File: src/rtl/rxd_pkg.sv
package rxd_pkg;
  localparam int unsigned SLOT_EMPTY     = 0;
  localparam int unsigned SLOT_LOADED    = 1;
  localparam int unsigned SLOT_PENDING   = 2;
  localparam int unsigned WORD_SETUP     = 0;
  localparam int unsigned WORD_SLOT_BASE = 2;
  localparam int unsigned WORDS_PER_SLOT = 3;
  localparam int unsigned OFS_STATE      = 0;
  localparam int unsigned OFS_ADDR       = 1;
  localparam int unsigned OFS_COUNT      = 2;
  localparam int unsigned SETUP_RXRST_BIT = 0;
endpackage

File: src/rtl/rxd_regfile.sv
module rxd_regfile #(
  parameter int DATA_W    = 32,
  parameter int ADDR_W    = 6,
  parameter int NUM_SLOTS = 4,
  parameter int IDX_W     = 2
) (
  input  logic                             clk,
  input  logic                             rst,
  input  logic                             host_req,
  input  logic                             host_we,
  input  logic [ADDR_W-1:0]                host_addr,
  input  logic [DATA_W-1:0]                host_wdata,
  output logic [DATA_W-1:0]                host_rdata,
  output logic                             host_err,
  input  logic                             hw_we,
  input  logic [IDX_W-1:0]                 hw_idx,
  input  logic [DATA_W-1:0]                hw_count,
  output logic [NUM_SLOTS-1:0][DATA_W-1:0] slot_state_o,
  output logic [NUM_SLOTS-1:0][DATA_W-1:0] slot_addr_o,
  output logic                             rx_rst_o
);
  import rxd_pkg::*;

  localparam int NUM_WORDS = WORD_SLOT_BASE + WORDS_PER_SLOT * NUM_SLOTS + 2;
  localparam int WIDX_W    = $clog2(NUM_WORDS);

  logic [DATA_W-1:0] mem [NUM_WORDS];
  logic              in_range;
  logic [WIDX_W-1:0] host_w;
  logic [WIDX_W-1:0] st_w;
  logic [WIDX_W-1:0] cnt_w;

  assign in_range = (int'(host_addr) < NUM_WORDS);
  assign host_w   = host_addr[WIDX_W-1:0];
  assign st_w     = WIDX_W'(WORD_SLOT_BASE + WORDS_PER_SLOT * int'(hw_idx) + OFS_STATE);
  assign cnt_w    = WIDX_W'(WORD_SLOT_BASE + WORDS_PER_SLOT * int'(hw_idx) + OFS_COUNT);

  always_ff @(posedge clk) begin
    if (rst) begin
      for (int w = 0; w < NUM_WORDS; w++) mem[w] <= '0;
      host_rdata <= '0;
      host_err   <= 1'b0;
    end else begin
      host_err <= host_req && !in_range;
      if (host_req && !in_range) begin
        host_rdata <= '0;
      end else if (host_req && !host_we) begin
        host_rdata <= mem[host_w];
      end
      if (host_req && host_we && in_range) begin
        mem[host_w] <= host_wdata;
      end
      // completion update placed last so it takes precedence
      if (hw_we) begin
        mem[cnt_w] <= hw_count;
        mem[st_w]  <= DATA_W'(SLOT_PENDING);
      end
    end
  end

  for (genvar k = 0; k < NUM_SLOTS; k++) begin : g_slot_view
    assign slot_state_o[k] = mem[WORD_SLOT_BASE + WORDS_PER_SLOT * k + OFS_STATE];
    assign slot_addr_o[k]  = mem[WORD_SLOT_BASE + WORDS_PER_SLOT * k + OFS_ADDR];
  end

  assign rx_rst_o = mem[WORD_SETUP][SETUP_RXRST_BIT];
endmodule

File: src/rtl/rxd_slot_pick.sv
module rxd_slot_pick #(
  parameter int DATA_W    = 32,
  parameter int NUM_SLOTS = 4,
  parameter int IDX_W     = 2
) (
  input  logic [NUM_SLOTS-1:0][DATA_W-1:0] slot_state,
  output logic                             any_loaded,
  output logic [IDX_W-1:0]                 first_idx
);
  import rxd_pkg::*;

  logic [NUM_SLOTS-1:0] loaded_vec;

  for (genvar k = 0; k < NUM_SLOTS; k++) begin : g_loaded
    assign loaded_vec[k] = (slot_state[k] == DATA_W'(SLOT_LOADED));
  end

  assign any_loaded = |loaded_vec;

  always_comb begin
    first_idx = '0;
    for (int k = NUM_SLOTS - 1; k >= 0; k--) begin
      if (loaded_vec[k]) first_idx = IDX_W'(k);
    end
  end
endmodule

File: src/rtl/rxd_frame_ctl.sv
module rxd_frame_ctl #(
  parameter int DATA_W    = 32,
  parameter int NUM_SLOTS = 4,
  parameter int IDX_W     = 2
) (
  input  logic                             clk,
  input  logic                             rst,
  input  logic                             frm_start,
  input  logic                             frm_done,
  input  logic [DATA_W-1:0]                frm_len,
  input  logic                             rx_rst,
  input  logic                             any_loaded,
  input  logic [IDX_W-1:0]                 first_idx,
  input  logic [NUM_SLOTS-1:0][DATA_W-1:0] slot_addr,
  output logic [IDX_W-1:0]                 sel_idx,
  output logic                             sel_ok,
  output logic [DATA_W-1:0]                wr_base,
  output logic                             hw_we,
  output logic [DATA_W-1:0]                hw_count,
  output logic                             rx_irq,
  output logic                             rx_ready
);
  logic take;

  assign take     = !rx_rst && any_loaded;
  assign hw_we    = frm_done && sel_ok;
  assign hw_count = frm_len;

  always_ff @(posedge clk) begin
    if (rst) begin
      sel_idx  <= '0;
      sel_ok   <= 1'b0;
      wr_base  <= '0;
      rx_irq   <= 1'b0;
      rx_ready <= 1'b0;
    end else begin
      rx_irq   <= hw_we;
      rx_ready <= rx_rst || any_loaded;
      if (frm_start) begin
        sel_ok  <= take;
        sel_idx <= first_idx;
        wr_base <= take ? slot_addr[first_idx] : '0;
      end else if (frm_done) begin
        sel_ok  <= 1'b0;
      end
    end
  end
endmodule

File: src/rtl/rx_slot_mgr.sv
module rx_slot_mgr #(
  parameter int DATA_W    = 32,
  parameter int ADDR_W    = 6,
  parameter int NUM_SLOTS = 4
) (
  input  logic              clk,
  input  logic              rst,
  input  logic              bus_req,
  input  logic              bus_we,
  input  logic [ADDR_W-1:0] bus_addr,
  input  logic [DATA_W-1:0] bus_wdata,
  output logic [DATA_W-1:0] bus_rdata,
  output logic              bus_err,
  input  logic              frm_start,
  input  logic              frm_done,
  input  logic [DATA_W-1:0] frm_len,
  output logic [DATA_W-1:0] wr_base,
  output logic              wr_go,
  output logic              rx_irq,
  output logic              rx_ready
);
  localparam int IDX_W = (NUM_SLOTS > 1) ? $clog2(NUM_SLOTS) : 1;

  logic [NUM_SLOTS-1:0][DATA_W-1:0] slot_state;
  logic [NUM_SLOTS-1:0][DATA_W-1:0] slot_addr;
  logic                             rx_rst;
  logic                             any_loaded;
  logic [IDX_W-1:0]                 first_idx;
  logic [IDX_W-1:0]                 sel_idx;
  logic                             sel_ok;
  logic                             hw_we;
  logic [DATA_W-1:0]                hw_count;

  rxd_regfile #(.DATA_W(DATA_W), .ADDR_W(ADDR_W), .NUM_SLOTS(NUM_SLOTS), .IDX_W(IDX_W)) i_regs (
    .clk(clk), .rst(rst),
    .host_req(bus_req), .host_we(bus_we), .host_addr(bus_addr), .host_wdata(bus_wdata),
    .host_rdata(bus_rdata), .host_err(bus_err),
    .hw_we(hw_we), .hw_idx(sel_idx), .hw_count(hw_count),
    .slot_state_o(slot_state), .slot_addr_o(slot_addr), .rx_rst_o(rx_rst)
  );

  rxd_slot_pick #(.DATA_W(DATA_W), .NUM_SLOTS(NUM_SLOTS), .IDX_W(IDX_W)) i_pick (
    .slot_state(slot_state), .any_loaded(any_loaded), .first_idx(first_idx)
  );

  rxd_frame_ctl #(.DATA_W(DATA_W), .NUM_SLOTS(NUM_SLOTS), .IDX_W(IDX_W)) i_ctl (
    .clk(clk), .rst(rst),
    .frm_start(frm_start), .frm_done(frm_done), .frm_len(frm_len),
    .rx_rst(rx_rst), .any_loaded(any_loaded), .first_idx(first_idx), .slot_addr(slot_addr),
    .sel_idx(sel_idx), .sel_ok(sel_ok), .wr_base(wr_base),
    .hw_we(hw_we), .hw_count(hw_count), .rx_irq(rx_irq), .rx_ready(rx_ready)
  );

  assign wr_go = sel_ok;
endmodule

File: config.mk
export PLATFORM = sky130hd
export DESIGN_NAME = rx_slot_mgr
export DESIGN_NICKNAME = d
export VERILOG_FILES = /design/src/rtl/rxd_pkg.sv /design/src/rtl/rxd_regfile.sv /design/src/rtl/rxd_slot_pick.sv /design/src/rtl/rxd_frame_ctl.sv /design/src/rtl/rx_slot_mgr.sv
export SDC_FILE = /design/constraint.sdc
export NUM_CORES = 1
export LEC_CHECK = 0
export BUFFER_PORTS_ARGS = -buffer_cell sky130_fd_sc_hd__buf_2
export CELL_PAD_IN_SITES_DETAIL_PLACEMENT = 0
export CELL_PAD_IN_SITES_GLOBAL_PLACEMENT = 2
export CORE_MARGIN = 2
export CORE_UTILIZATION = 40
export DETAILED_ROUTE_END_ITERATION = 8
export PLACE_DENSITY = 0.88
export SYNTH_ARGS = -nofsm -noshare
export SYNTH_HDL_FRONTEND = slang
export SYNTH_SLANG_ARGS = --single-unit
File: constraint.sdc
create_clock -name clk -period 3.2 [get_ports clk]
set_input_delay 0.48 -clock clk [delete_from_list [all_inputs] [get_ports clk]]
set_output_delay 0.48 -clock clk [all_outputs]
set_load 0.05 [all_outputs]
=== Word level (Yosys, flattened, before mapping) ===
Memory sizes are Yosys's and may differ from the RTL's. A register that Yosys moved wholly into a read port is not among the register bits.
Index checks and enable logic that the tools add are counted.

* Bits in registers: 38
* Bits in writable memories: 512
* Bits of input ports: 76
* Output and inout bits: 68
* Word-level logic and storage cells: 58
* Memories kept: 1

* Add/sub/neg operators: 2
* $mul: 1
* Order comparisons: 2
* Eq/ne operators: 4
* Multiplexer cells: 26
* Reduce and logical (&&, ||, !) cells: 16

{| class="wikitable"
|+ Memories
! name !! words !! bits a word !! rd ports !! clocked after Yosys merged registers in !! write ports !! line !! source
|-
| i_regs.mem || 16 || 32 || 10 || 1 || 16 || rxd_regfile.sv:27 || <nowiki>logic [DATA_W-1:0] mem [NUM_WORDS];</nowiki>
|}

{| class="wikitable"
|+ Operators with widths
! cell !! number
|-
| 32-bit 2-to-1 mux || 5
|-
| 32-bit by 1-bit equality test with 1-bit output, second input constant || 4
|-
| 32-bit OR reduction || 3
|-
| 32-bit binary-select mux with 2-bit select || 1
|-
| 1-bit 2-to-1 mux || 13
|-
| 4-bit 2-to-1 mux || 3
|-
| 2-bit 2-to-1 mux || 4
|-
| 1-bit logical AND || 6
|-
| 6-bit by 5-bit less-than comparator with 1-bit output, second input constant || 1
|-
| 2-bit by 4-bit adder with 4-bit output, first input constant || 1
|-
| 4-bit by 2-bit adder with 4-bit output, second input constant || 1
|-
| 2-bit by 2-bit multiplier with 4-bit output, first input constant || 1
|-
| 4-bit OR reduction || 1
|-
| 1-bit zero test || 3
|-
| 2-bit by 3-bit less-than comparator with 1-bit output, second input constant || 1
|-
| 2-bit nonzero test || 1
|-
| 2-bit OR reduction || 1
|-
| 1-bit logical OR || 1
|}

=== Depth between registers and ports, before layout ===
Gate-level depths: netlist of the first run.

* Depth in word-level cells: 8
* Mapped depth: 10
* Depth with buffers taken out: 8

=== Hierarchy ===
A second synthesis of the first run with hierarchy kept.

* Cell total of the unflattened synthesis: 3,623
* Area, all modules: 30,641.9 µm²

{| class="wikitable"
|+ Modules (own cells, without submodules)
! module !! times used !! cells each !! area each (µm²) !! seq. area each (µm²)
|-
| rxd_regfile || 1 || 3,245 || 27,462.6 || 10,910.5
|-
| rxd_frame_ctl || 1 || 329 || 2,825.2 || 740.7
|-
| rxd_slot_pick || 1 || 49 || 354.1 || 0.0
|}

=== Least setup slack after synthesis of the first run ===
No wires, ideal clock.

* Kind: input to register
* Start point: input bus_addr[0]
* End point: register i_regs.host_rdata[14], read port of i_regs.mem
* Setup time: 0.132 ns
* Data arrival time: 2.306 ns
* Required time: 3.068 ns
* Path slack: 0.762 ns
* Cell stages on the path: 6
* Buffers on the path: 2
* Path through: buf_2 -> buf_1 -> mux4_2 -> mux4_2 -> nand2_1 -> a21oi_1

* Word-level cells in the longest chain between the ends: 4

{| class="wikitable"
|+ Ends and longest elaborated chain
! what !! line !! source
|-
| from (decl) || rx_slot_mgr.sv:10 || <nowiki>input logic [ADDR_W-1:0] bus_addr,</nowiki>
|-
| 6-bit by 5-bit less-than comparator with 1-bit output || rxd_regfile.sv:33 || <nowiki>assign in_range = (int'(host_addr) < NUM_WORDS);</nowiki>
|-
| 1-bit zero test || rxd_regfile.sv:45 || <nowiki>if (host_req && !in_range) begin</nowiki>
|-
| 1-bit logical AND || rxd_regfile.sv:45 ||
|-
| 2-bit OR reduction (no source line) || -- ||
|-
| to (decl) || rxd_regfile.sv:13 || <nowiki>output logic [DATA_W-1:0] host_rdata,</nowiki>
|}

Several ways; a longest one is shown, not always the timed one.
A chain may end at the register's enable or synchronous reset.

==> metrics.yaml, run 1 <==
crit_path_end_kind: "flip-flop"
max_cap_violations: 0
portBuffers: 143
post_cts_buffers: 0
vias: 27322
gp_congestion: 0.9289
path_clk_slew_ns: 0.06
firstDrtPassIters: 8
async_flop_share: 0
drc: 0
rsz0062_at_grt: "no"
grt_use_total: 0.3307
fin_nets: 3059
drt_iter0_markers: 4739
layout_setup_ws_ns: -0.05801
routed_wl_microns: 124400
grt_pass1_vias: 26291
synth_flop_cell: "dfxtp_1"
die_h_microns: 270.2
syn_area_sq_um: 28340
slew_viol_final: 0
synth-edff-count: 0
crit_path_max_fanout: 23
wl_per_cell_microns: 31.36
yosys-top-cells-area: "dfxtp_1 (41%), mux4_2 (13%), a222oi_1 (5.3%), nor2_1 (4.8%), a21oi_1 (4.6%)"
p_per_area_nw_per_um2: 483.0
synth_most_common_cell: "dfxtp_1"
synthDistinctLibCells: 51
worstSetupPathType: "reg2reg"
synth-warning-count: 0
slew_headroom: 0.1339
grt.overflow.total: 0
yosysTopAreaCellShare: 0.4111
grt_pass1_wl_microns: 181400
antenna_found_initial: 3
area_growth_syn_to_layout_pct: 15.29
tns_ns: -0.2307
ios: 144
clock_latency_ns: 0.64
tightestPinTransition_ns: 1.295
clock-sinks: 582
cts.repair.resized: 0
die_area_sq_um: 73000
synthesis.nets: 3067
drive_gt1_frac: 0.2197
syn-mean-instance-area_sq_um: 9.498
htree_levels: 3
ys_top_cells_by_count: "dfxtp_1 (582), nor2_1 (360), nand2_1 (261)"
hold_viol_final: 0
ys_seq_area_frac: 0.4111
status: "finished with violations"
dpl_cell_area_sq_um: 30510
rows: 97
p_leak_nw: 12.36
fmax_mhz: 306.9
min_path_type: "in2reg"
fin_crit_sh: 1.018
grt_max_degree: 130
viasPerCell: 6.886
finalClockSkew_ns: 0.02844
netlist_instances: 2984
critPathArrivalTime_ns: 3.76
start_util: 0.4040
die_w_microns: 270.2
instances_no_fill: 3968
dp_hpwl_microns: 79380
irDropWorstVdd_mv: 0.2980
setup_viol: 9
cts.hold.buffers_added: 0
required_ns: 3.70
core_area_sq_um: 70150
fin_area_sq_um: 32680
ys_seq_elements: 582
cts_tree: "yes"
total_power_mw: 15.78
clock_path_buffers: 3
failed_checks: "negative setup slack"
ant_nets: 0
dp_cells: 3848
numCtsBuffers: 66
worst_setup_path_start_kind: "flip-flop"
yosys.area.top_type: "dfxtp_1"
timing.final.crit_period_ns: 3.258
clock-root-buffer: "clkbuf_16"
## layer usage
metal | part of all wire | global-route usage
met1 | 0.38 | 0.4294
met2 | 0.43 | 0.4977
met3 | 0.13 | 0.08144
met4 | 0.063 | 0.1983
met5 | 0 | 0
## logic make-up after synthesis
group,share of synthesized area
mux,0.1647
xor+xnor,0.0005740
flops,0.4111
compound gates,0.2005
simple gates,0.1656
buf+inv,0.05443
fa+ha+maj,0.003090
## worst max-delay path: stages, from the launching register on
cell and delay [ns]:
dfxtp_1 0.33, nor4_1 0.67, nand4_1 0.41, buf_4 0.26
nor2_1 0.28, o221ai_4 0.39, buf_12 0.32, mux2i_1 0.29
o221ai_1 0.17
## worst paths after layout
| kind | start | end | slack [ns] | cells past startpoint |
|---|---|---|---|---|
| hold reg to reg | i_regs.mem[13][1] | i_regs.mem[13][1] | 0.45 | 2 |
| hold / removal | frm_done | i_ctl.sel_ok | 0.18 | 3 |
| setup / recovery | i_regs.mem[8][16] | i_ctl.wr_base[23] | -0.06 | 8 |
| setup reg to reg | i_regs.mem[8][16] | i_ctl.wr_base[23] | -0.06 | 8 |
## stage by stage
| step | utilization | setup slack [ns] | hold slack (ns) |
|---|---|---|---|
| 3_3_place_gp | 0.4349 | 0.1518 | 0.4238 |
| 3_5_place_dp | 0.4349 | 0.1232 | 0.4354 |
| 4_1_cts | 0.4655 | 0.1025 | 0.1631 |
| 2_1_floorplan | - | 0.7620 | 0.4102 |
| 6_report | 0.4658 | -0.05801 | 0.1750 |
| 5_1_grt | 0.4658 | 0.02190 | 0.1915 |
## final cells by class
type / instances / area, sq um
multi-input combinational: 2023 / 15460
antenna: 1 / 2.502
fill: 6566 / 37470
tap: 940 / 1176
timing repair buffer: 299 / 2221
inverter: 4 / 15.01
sequential: 582 / 11650
clock buffer: 95 / 1881
clock inverter: 24 / 267.8
## where the power goes
part	switching [mW]	total, mW	leakage [nW]	internal [mW]
registers	0.0121	7.27	4.69	7.26
clock network	3.31	7.62	1.05	4.31
logic	0.669	0.887	6.62	0.217
total	4.00	15.8	12.4	11.8
## sequential cells by signal (all words and copies together), names as in the netlist
name / flops
i_regs.host_rdata: 32
i_ctl.sel_ok: 1
i_ctl.rx_ready: 1
i_ctl.rx_irq: 1
i_regs.mem: 512
i_regs.host_err: 1
i_ctl.wr_base: 32
i_ctl.sel_idx: 2
## cell usage in the layout, fill, tap and decap left out, types with 5 or more instances in the layout
master / instances
dfxtp_1: 582
nor2_1: 352
a21oi_1: 260
nand2_1: 256
mux4_2: 160
a22oi_1: 159
nor3b_1: 155
a222oi_1: 150
buf_2: 140
buf_4: 131
a211oi_1: 121
nor3_1: 90
mux2i_1: 66
clkbuf_16: 66
a32oi_1: 37
mux2_2: 36
o221ai_1: 33
nor4_1: 28
buf_12: 25
clkbuf_1: 17
nor3_2: 14
clkbuf_8: 13
clkinv_2: 12
a221oi_1: 10
nor2_4: 8
nor3_4: 7
nand4_1: 7
ha_1: 7
and3_2: 6
nand2b_1: 5
nand2_2: 5
(Power assumes the default switching activity.)
==> inputs of run 2 (changes only) <==
--- a/config.mk
+++ b/config.mk
@@ -9,9 +9,10 @@
 export CELL_PAD_IN_SITES_DETAIL_PLACEMENT = 0
 export CELL_PAD_IN_SITES_GLOBAL_PLACEMENT = 2
 export CORE_MARGIN = 2
-export CORE_UTILIZATION = 40
+export CORE_UTILIZATION = 38
 export DETAILED_ROUTE_END_ITERATION = 8
-export PLACE_DENSITY = 0.88
+export PLACE_DENSITY = 0.87
 export SYNTH_ARGS = -nofsm -noshare
 export SYNTH_HDL_FRONTEND = slang
+export SYNTH_HIERARCHICAL = 1
 export SYNTH_SLANG_ARGS = --single-unit
==> constraint.sdc (replaced) <==
create_clock -name clk -period 3.05 [get_ports clk]
set_input_delay 0.4575 -clock clk [delete_from_list [all_inputs] [get_ports clk]]
set_output_delay 0.4575 -clock clk [all_outputs]
set_load 0.05 [all_outputs]
==> run 2 against run 1 <==
Effect of this change: the flow now finishes without violations; clock power grew 12%; die area grew 14%; hold slack lost 0.041 ns; area after synthesis grew 8.1%; fmax grew 16%; critical endpoint is now i_regs/mem[1][24]; largest cell class unchanged; largest power group unchanged; highest routed layer is now met5.
==> metrics.yaml, run 2 <==
largest_reg_flops: 512
drc: 0
start_util: 0.3823
gp_congestion: 0.9362
synth_flop_cell: "dfxtp_1"
grt_pass1_wl_microns: 190400
cts.hold.buffers_added: 0
yosysTopAreaCellShare: 0.3802
reg_top3: "i_regs/mem x512, i_ctl/wr_base x32, i_regs/host_rdata x32"
tns_ns: 0
vias: 29621
syn_area_sq_um: 30640
grt_pass1_vias: 27743
max_cap_violations: 0
hold_viol_final: 0
status: "completed"
worstSetupPathType: "reg2reg"
die_h_microns: 288.0
synth_most_common_cell: "dfxtp_1"
die_w_microns: 288.0
cts.repair.resized: 0
crit_path_max_fanout: 42
slew_headroom: 0.4713
cpMaxStageDelayCell: "xor2_4"
crit_end: "i_regs/mem[1][24]"
grt_max_degree: 67
required_ns: 3.57
crit_path_end_kind: "flip-flop"
synth-edff-count: 0
setup_viol: 0
netlist_instances: 3623
grt_use_total: 0.3049
viasPerCell: 6.441
slew_viol_final: 0
r2r_cells: 8
rows: 104
irDropWorstVdd_mv: 0.3341
synthesis.nets: 3704
synthDistinctLibCells: 70
timing.final.crit_period_ns: 2.802
timing.rr.end: "i_regs/mem[1][24]"
fmax_mhz: 356.9
fin_nets: 3569
yosys.area.top_type: "dfxtp_1"
total_power_mw: 18.88
portBuffers: 143
ios: 144
ys_seq_area_frac: 0.3802
syn-mean-instance-area_sq_um: 8.458
fin_crit_sh: 0.9187
drt_iter0_markers: 3520
die_area_sq_um: 82920
top_register: "i_regs/mem"
finalClockSkew_ns: 0.01749
async_flop_share: 0
dp_cells: 4479
ys_top_cells_by_count: "dfxtp_1 (582), nor2_1 (358), nand2_1 (339)"
area_growth_syn_to_layout_pct: 12.09
core_area_sq_um: 80160
layout_common_cells: "dfxtp_1 (582), nor2_1 (353), nand2_1 (337)"
crit_chain: "inv_1 -> ha_1 -> nor2b_1 -> xor2_4 -> a221o_2 -> buf_12 -> nor2_1 -> a211oi_1"
grt.overflow.total: 0
worst_setup_path_start_kind: "flip-flop"
r2r_start: "i_ctl/sel_idx[0]"
synth-warning-count: 6
rsz0062_at_grt: "no"
clock_path_buffers: 3
cts_tree: "yes"
clock_latency_ns: 0.62
antenna_found_initial: 5
numCtsBuffers: 67
ys_seq_elements: 582
routed_wl_microns: 129700
min_path_type: "in2reg"
clock-root-buffer: "clkbuf_16"
slowest_delay_ns: 0.61
clock-sinks: 582
yosys-top-cells-area: "dfxtp_1 (38%), mux2i_1 (5.4%), o21ai_0 (5.0%), mux4_2 (4.7%), nor2_1 (4.4%)"
post_cts_buffers: 0
instances_no_fill: 4599
p_leak_nw: 12.58
path_clk_slew_ns: 0.06
firstDrtPassIters: 7
p_per_area_nw_per_um2: 549.6
startpoint: "i_ctl/sel_idx[0]"
layout_commonest_cell: "dfxtp_1"
drive_gt1_frac: 0.1713
ant_nets: 0
wl_per_cell_microns: 28.20
critPathArrivalTime_ns: 3.32
r2r_setup_slack_ns: 0.25
htree_levels: 3
tightestPinTransition_ns: 0.7906
dp_hpwl_microns: 83430
-- run 2: layout make-up --
cell class / instances / area, sq um
inverter: 4 / 15.01
clock inverter: 20 / 227.7
clock buffer: 99 / 2064
timing repair buffer: 285 / 2125
multi-input combinational: 2548 / 16940
fill: 8013 / 45810
tap: 1060 / 1326
sequential: 582 / 11650
antenna: 1 / 2.502
-- run 2: kinds of logic after synthesis --
logic type	share of synthesized area
adders and majority gates	0.002042
AOI/OAI and AO/OA	0.2474
buffers and inverters	0.07419
DFF	0.3802
and+or+nand+nor	0.1825
xor gates and xnor gates	0.0005718
muxes	0.1130
-- run 2: critical path: cells and delay by family, from the launching register on --
| family | cells | cell delay, ns |
|---|---|---|
| xor+xnor | 1 | 0.61 |
| compound gates | 2 | 0.56 |
| simple gates | 2 | 0.47 |
| flops | 1 | 0.39 |
| buf+inv | 2 | 0.33 |
| fa+ha+maj | 1 | 0.29 |
-- run 2: worst min path at each step --
| stage | from | endpoint | slack, ns | cells after the start |
|---|---|---|---|---|
| after floorplan | i_regs/mem[12][1] | i_regs/mem[12][1] | 0.43 | 2 |
| after global placement | i_regs/mem[12][1] | i_regs/mem[12][1] | 0.45 | 2 |
| after detailed placement | i_regs/mem[12][1] | i_regs/mem[12][1] | 0.46 | 2 |
| after CTS | frm_done | i_ctl/sel_ok | 0.11 | 3 |
| after global routing | frm_done | i_ctl/sel_ok | 0.15 | 3 |
| final | frm_done | i_ctl/sel_ok | 0.13 | 3 |
-- run 2: power by group --
part / internal, mW / switching, mW / leakage (nW)
sequential: 7.93 / 0.261 / 4.80
clock: 5.11 / 3.44 / 1.14
combinational: 0.724 / 1.42 / 6.65
-- run 2: per-layer routing --
metal | GRT usage | routed length, microns | vias up
li1 | - | - | 13079
met4 | 0.1051 | 4136 | 8
met2 | 0.4546 | 56190 | 1759
met1 | 0.4301 | 55270 | 14506
met5 | 0 | 50 | -
met3 | 0.07036 | 14060 | 269
-- run 2: metrics by stage --
stage                     utilization  hold WS (ns)  setup WS, ns  area, sq um
final                          0.4285        0.1336        0.2481        34350
after global routing           0.4285        0.1485       0.09886        34340
after CTS                      0.4285        0.1119        0.2959        34340
after detailed placement       0.3999        0.4592        0.2446        32050
after global placement         0.3999        0.4482        0.2349        32050
after floorplan                     -        0.4344        0.5588        30640
